[config.mk]
export PLATFORM = sky130hd
export DESIGN_NAME = failcode_reporter
export DESIGN_NICKNAME = d
export VERILOG_FILES = /design/src/rtl/frc_pkg.sv /design/src/rtl/frc_capture.sv /design/src/rtl/frc_encode.sv /design/src/rtl/frc_bus_master.sv /design/src/rtl/failcode_reporter.sv
export SDC_FILE = /design/constraint.sdc
export NUM_CORES = 1
export LEC_CHECK = 0
export CORE_UTILIZATION = 34
export DETAILED_ROUTE_END_ITERATION = 8
export GPL_TIMING_DRIVEN = 0
export PLACE_DENSITY = 0.79
export RECOVER_POWER = 50
export SLEW_MARGIN = 20
export SYNTH_ARGS = -nofsm -noshare
export SYNTH_HDL_FRONTEND = slang
export SYNTH_SLANG_ARGS = --single-unit
[constraint.sdc]
create_clock -name clk -period 1.5 [get_ports clk]
set_input_delay 0.3 -clock clk [delete_from_list [all_inputs] [get_ports clk]]
set_output_delay 0.3 -clock clk [all_outputs]
set_load 0.005 [all_outputs]
[src/rtl/frc_pkg.sv]
package frc_pkg;
   typedef enum logic [1:0] {
      ST_IDLE = 2'd0,
      ST_REQ  = 2'd1,
      ST_DONE = 2'd2
   } frc_state_t;

   localparam int unsigned CODE_W  = 8;
   localparam int unsigned FIELD_W = 5;
   localparam int unsigned FIELD_LO = 2;
endpackage

[src/rtl/frc_capture.sv]
module frc_capture #(
   parameter int unsigned N_BIST = 5,
   parameter int unsigned N_RUN  = 3
) (
   input  logic              clk,
   input  logic              rst_n,
   input  logic              armed,
   input  logic [N_BIST-1:0] bist_fail,
   input  logic [N_RUN-1:0]  run_err,
   output logic              hit,
   output logic [N_BIST-1:0] bist_q,
   output logic [N_RUN-1:0]  run_q
);
   assign hit = armed && ((|bist_fail) || (|run_err));

   always_ff @(posedge clk or negedge rst_n) begin
      if (!rst_n) begin
         bist_q <= '0;
         run_q  <= '0;
      end else if (hit) begin
         bist_q <= bist_fail;
         run_q  <= run_err;
      end
   end
endmodule

[src/rtl/frc_encode.sv]
module frc_encode
   import frc_pkg::*;
#(
   parameter int unsigned N_BIST        = 5,
   parameter int unsigned N_RUN         = 3,
   parameter bit          BIST_PRIORITY = 1'b1
) (
   input  logic [N_BIST-1:0] bist_q,
   input  logic [N_RUN-1:0]  run_q,
   output logic [CODE_W-1:0] code
);
   localparam int unsigned PAD_W = FIELD_W - N_RUN;

   logic [CODE_W-1:0] bist_code;
   logic [CODE_W-1:0] run_code;
   logic              use_bist;

   assign bist_code = {1'b1, bist_q, 2'b00};
   assign run_code  = {1'b0, {PAD_W{1'b1}}, run_q, 2'b00};

   generate
      if (BIST_PRIORITY) begin : g_bist_first
         assign use_bist = |bist_q;
      end else begin : g_run_first
         assign use_bist = ~(|run_q);
      end
   endgenerate

   assign code = use_bist ? bist_code : run_code;
endmodule

[src/rtl/frc_bus_master.sv]
module frc_bus_master
   import frc_pkg::*;
#(
   parameter int unsigned      ADDR_W = 32,
   parameter logic [ADDR_W-9:0] PREFIX = 24'hFEFFFF
) (
   input  logic              clk,
   input  logic              rst_n,
   input  logic              hit,
   input  logic [CODE_W-1:0] code,
   input  logic              bus_rdy,
   output logic              armed,
   output logic              fail_n,
   output logic              halt_req,
   output logic [ADDR_W-1:0] bus_addr,
   output logic              bus_rd,
   output logic              bus_valid
);
   frc_state_t state_q, state_d;

   always_comb begin
      state_d = state_q;
      unique case (state_q)
         ST_IDLE: if (hit)     state_d = ST_REQ;
         ST_REQ:  if (bus_rdy) state_d = ST_DONE;
         ST_DONE: state_d = ST_DONE;
         default: state_d = ST_DONE;
      endcase
   end

   always_ff @(posedge clk or negedge rst_n) begin
      if (!rst_n) state_q <= ST_IDLE;
      else        state_q <= state_d;
   end

   assign armed     = (state_q == ST_IDLE);
   assign fail_n    = (state_q == ST_IDLE);
   assign halt_req  = (state_q != ST_IDLE);
   assign bus_valid = (state_q == ST_REQ);
   assign bus_rd    = (state_q == ST_REQ);
   assign bus_addr  = {PREFIX, code};
endmodule

[src/rtl/failcode_reporter.sv]
module failcode_reporter
   import frc_pkg::*;
#(
   parameter int unsigned       ADDR_W        = 32,
   parameter logic [ADDR_W-9:0] PREFIX        = 24'hFEFFFF,
   parameter int unsigned       N_BIST        = 5,
   parameter int unsigned       N_RUN         = 3,
   parameter bit                BIST_PRIORITY = 1'b1
) (
   input  logic              clk,
   input  logic              rst_n,
   input  logic [N_BIST-1:0] bist_fail,
   input  logic [N_RUN-1:0]  run_err,
   input  logic              bus_rdy,
   output logic              fail_n,
   output logic              halt_req,
   output logic [ADDR_W-1:0] bus_addr,
   output logic              bus_rd,
   output logic              bus_valid
);
   generate
      if (ADDR_W <= CODE_W) begin : g_bad_addr
         $fatal(1, "ADDR_W must exceed the code width");
      end
      if (N_BIST != FIELD_W) begin : g_bad_bist
         $fatal(1, "N_BIST must equal the mask field width");
      end
      if (N_RUN == 0 || N_RUN >= FIELD_W) begin : g_bad_run
         $fatal(1, "N_RUN must be between 1 and FIELD_W-1");
      end
   endgenerate

   logic              armed;
   logic              hit;
   logic [N_BIST-1:0] bist_q;
   logic [N_RUN-1:0]  run_q;
   logic [CODE_W-1:0] code;

   frc_capture #(.N_BIST(N_BIST), .N_RUN(N_RUN)) u_capture (
      .clk(clk), .rst_n(rst_n), .armed(armed),
      .bist_fail(bist_fail), .run_err(run_err),
      .hit(hit), .bist_q(bist_q), .run_q(run_q)
   );

   frc_encode #(.N_BIST(N_BIST), .N_RUN(N_RUN),
                .BIST_PRIORITY(BIST_PRIORITY)) u_encode (
      .bist_q(bist_q), .run_q(run_q), .code(code)
   );

   frc_bus_master #(.ADDR_W(ADDR_W), .PREFIX(PREFIX)) u_master (
      .clk(clk), .rst_n(rst_n), .hit(hit), .code(code), .bus_rdy(bus_rdy),
      .armed(armed), .fail_n(fail_n), .halt_req(halt_req),
      .bus_addr(bus_addr), .bus_rd(bus_rd), .bus_valid(bus_valid)
   );
endmodule

==> results.tsv <==
stage	metric	value	unit
grt	GR Overflow Total	0	
grt	largest net degree at the start of global routing	11	
route	top sig layer	met4	
route	post-route ant nets	0	
power	VDD IR max	602	uV
sta	Fin. Hold Viols	0	
floorplan	die extent in x	46.1	um
route	WL final	1.87	mm
floorplan	die area	0.00213	mm^2
worst_setup_path	Most Frequent Cell on Critical Path	buf_6	
run	max-cap violations	0	
worst_setup_path	Slowest-stage cell, CP	dfrtp_1	
sta	Final period util	1.30	
route	DR iter-0 viols	22	
grt	initial antenna violation count	0	
worst_setup_path	CP bufs+invs	3	
worst_setup_path	crit-path max FO	3	
layout	ratio of cells with drive above 1 in the final layout	0.508	
layout	Layout area overhead	79.6	%
grt	vias in the first global route	590	
route	# DRC	0	
worst_setup_path	CP endpoint kind	output port	
floorplan	die height	46.1	um
worst_setup_path	critical path start-end classification	register to output port	
worst_setup_path	delay-heaviest family, CP	simple AND/OR/NAND/NOR gates	
placement	post-detailed-placement half-perimeter wirelength	1.05	mm
route	met2 WL	1.00	mm
hold_path	WHS Endpoint	u_capture.run_q[1]$_DFFE_PN0P_	
clock_tree	clock buffer depth	2	
layout	Layout Cells excl Fill	155	
hold_path	Hold Startpoint	run_err[1]	
clock_tree	htree depth	1	
sta	Slew Viols, Final	0	
floorplan	Initial Util	0.371	
floorplan	IO Count	47	
route	via count	617	
route	mean routed wirelength per cell	12.0	um
worst_setup_path	Req. time, crit path	1.20	ns
worst_setup_path	reg-to-reg endpoint	u_capture.bist_q[3]$_DFFE_PN0P_	
clock_tree	clk_lat worst skew	0.27	ns
hold_path	hold depth	2	
worst_setup_path	R2R Setup Slk	0.16	ns
floorplan	Placeable Area	0.00178	mm^2
placement	routability cong.	0.741	
clock_tree	Hold Buf Count CTS	0	
synthesis	FF+latch count, synth	10	
clock_tree	Reg clk slew, reported paths	0.08	ns
sta	Tmin final	1.95	ns
synthesis	post-synthesis sequential area ratio	0.378	
run_status	violated checks	negative setup slack	
clock_tree	TritonCTS clock tree	done	
grt	gr usage total	0.183	
sta	Worst Clk Skew	0.00905	ns
sta	Final setup viols	6	
worst_setup_path	Cell Chain, Critical Path	nor4_4 > nor2b_4 > buf_6 > buf_6 > a21o_1 > buf_2	
sta	setup ws final	-0.450	ns
power	Static Leak	0.660	nW
placement	dpl ws	-0.509	ns
worst_setup_path	Critical R2R Launch	u_master.state_q[1]$_DFFE_PN0P_	
route	Met1 Wirelength	686	um
power	PwrDens	1200	mW/mm^2
synthesis	Mapped Area	662	um^2
hold_path	Hold Path Class	primary input to register	
placement	placed insts	135	
floorplan	Row Count	15	
layout	Layout Nets	142	
placement	number of port buffers	20	
synthesis	synth warn	0	
route	TritonRoute pass-1 iters	4	
route	vias per cell	3.98	
clock_tree	CTS Buf Count	3	
worst_setup_path	max incr delay on CP	0.41	ns
route	wire length on met3	120	um
sta	Fmax	513	MHz
worst_setup_path	reg2reg path depth	6	
worst_setup_path	CP Launch Type	register	
worst_setup_path	CP arrival	1.65	ns
grt	first-pass GRT wire length	2.57	mm
synthesis	Avg Inst Size Synth	10.0	um^2
run_status	status	finished, violations left	
clock_tree	Clock Root Buffer	clkbuf_4	
synthesis	Cells after Synth	66	
synthesis	Yosys cell types	14	
sta	unrepaired setup endpoints after global routing	true	
layout	n_diodes	0	
clock_tree	clock sinks	10	
-- per-layer routing --
| metal | up-vias | track usage |
|---|---|---|
| li1 | 299 | - |
| met1 | 268 | 0.171 |
| met2 | 44 | 0.341 |
| met3 | 6 | 0.0314 |
| met4 | 0 | 0.147 |
| met5 | - | 0 |
-- how the worst max path moves through the flow --
stage / startpoint / end / slack [ns] / depth (start not counted)
after floorplan: u_capture.bist_q[3]$_DFFE_PN0P_ / bus_addr[7] / 0.11 / 4
after global placement: u_capture.bist_q[3]$_DFFE_PN0P_ / bus_addr[3] / -0.50 / 4
after detailed placement: u_capture.bist_q[3]$_DFFE_PN0P_ / bus_addr[4] / -0.51 / 4
after CTS: u_capture.bist_q[0]$_DFFE_PN0P_ / bus_addr[6] / -0.40 / 3
after global routing: u_capture.bist_q[0]$_DFFE_PN0P_ / bus_addr[3] / -0.52 / 6
final: u_capture.bist_q[0]$_DFFE_PN0P_ / bus_addr[3] / -0.45 / 6
-- report_power, final --
| group | internal, mW | switching (mW) | leakage (nW) |
|---|---|---|---|
| clock | 0.147 | 0.101 | 0.0210 |
| combinational | 0.475 | 0.248 | 0.517 |
| sequential | 0.356 | 0.0960 | 0.122 |
| total | 0.978 | 0.445 | 0.660 |
-- cell usage after synthesis --
library cell	instances	share of area
buf_4	28	0.32
dfrtp_1	10	0.38
a22o_1	8	0.11
a21o_1	4	0.045
conb_1	2	0.011
inv_1	2	0.011
nor2_1	2	0.011
nor2b_1	2	0.019
or2_2	2	0.019
or4_4	2	0.034
clkbuf_1	1	0.0057
nor3_1	1	0.0076
nor4_1	1	0.0095
o21ai_4	1	0.025
-- logic make-up (layout without fill, tap and decap cells) --
group | count (synthesis) | in the layout | synth area share
simple gates | 10 | 10 | 0.100
other cells | 2 | 26 | 0.0113
compound gates | 13 | 13 | 0.176
flops | 10 | 10 | 0.378
buf+inv | 31 | 71 | 0.335
-- cell usage in the layout, fill, tap and decap left out --
cell type	count
o21ai_4	1
inv_1	2
clkbuf_8	1
a21o_1	4
clkbuf_4	3
nor4_4	1
dfrtp_1	10
dlygate4sd3_1	1
or4_4	2
buf_4	39
or2_4	2
conb_1	26
clkdlybuf4s50_1	4
dlymetal6s2s_1	3
nor2_1	1
buf_6	8
dlygate4sd2_1	3
a22o_1	8
nor2_4	1
buf_2	5
clkdlybuf4s15_1	1
clkbuf_1	1
nor2b_4	2
nor3_2	1
-- flip-flops by register name, summed over array words and instances (netlist names) --
signal,flops
u_capture.bist_q,5
u_capture.run_q,3
u_master.state_q,2
-- through the flow --
stage	utilization	TNS [ns]	power (mW)	area [um^2]	hold WS (ns)
floorplan	-	0	0.671	752	0.00441
global placement	0.552	-5.53	0.902	983	0.485
detailed placement	0.552	-5.92	0.915	983	0.500
CTS	0.643	-2.12	1.30	1150	0.356
global route	0.667	-2.63	1.50	1190	0.347
finish	0.667	-2.10	1.42	1190	0.324
-- final cells by class --
type / count / area, um^2
timing repair buffer: 38 / 333
multi-input combinational: 49 / 328
buffer: 27 / 203
clock buffer: 4 / 36.3
sequential: 10 / 250
tap: 25 / 31.3
fill: 134 / 594
inverter: 2 / 7.51
-- what timing repair did --
| action | 4_1_cts | 5_1_grt |
|---|---|---|
| pin swaps | 8 | 5 |
| resized for setup | 51 | 10 |
| setup endpoints to repair | 18 | 18 |
| setup buffers | 13 | 5 |
Power figures use the tool's default switching activity.
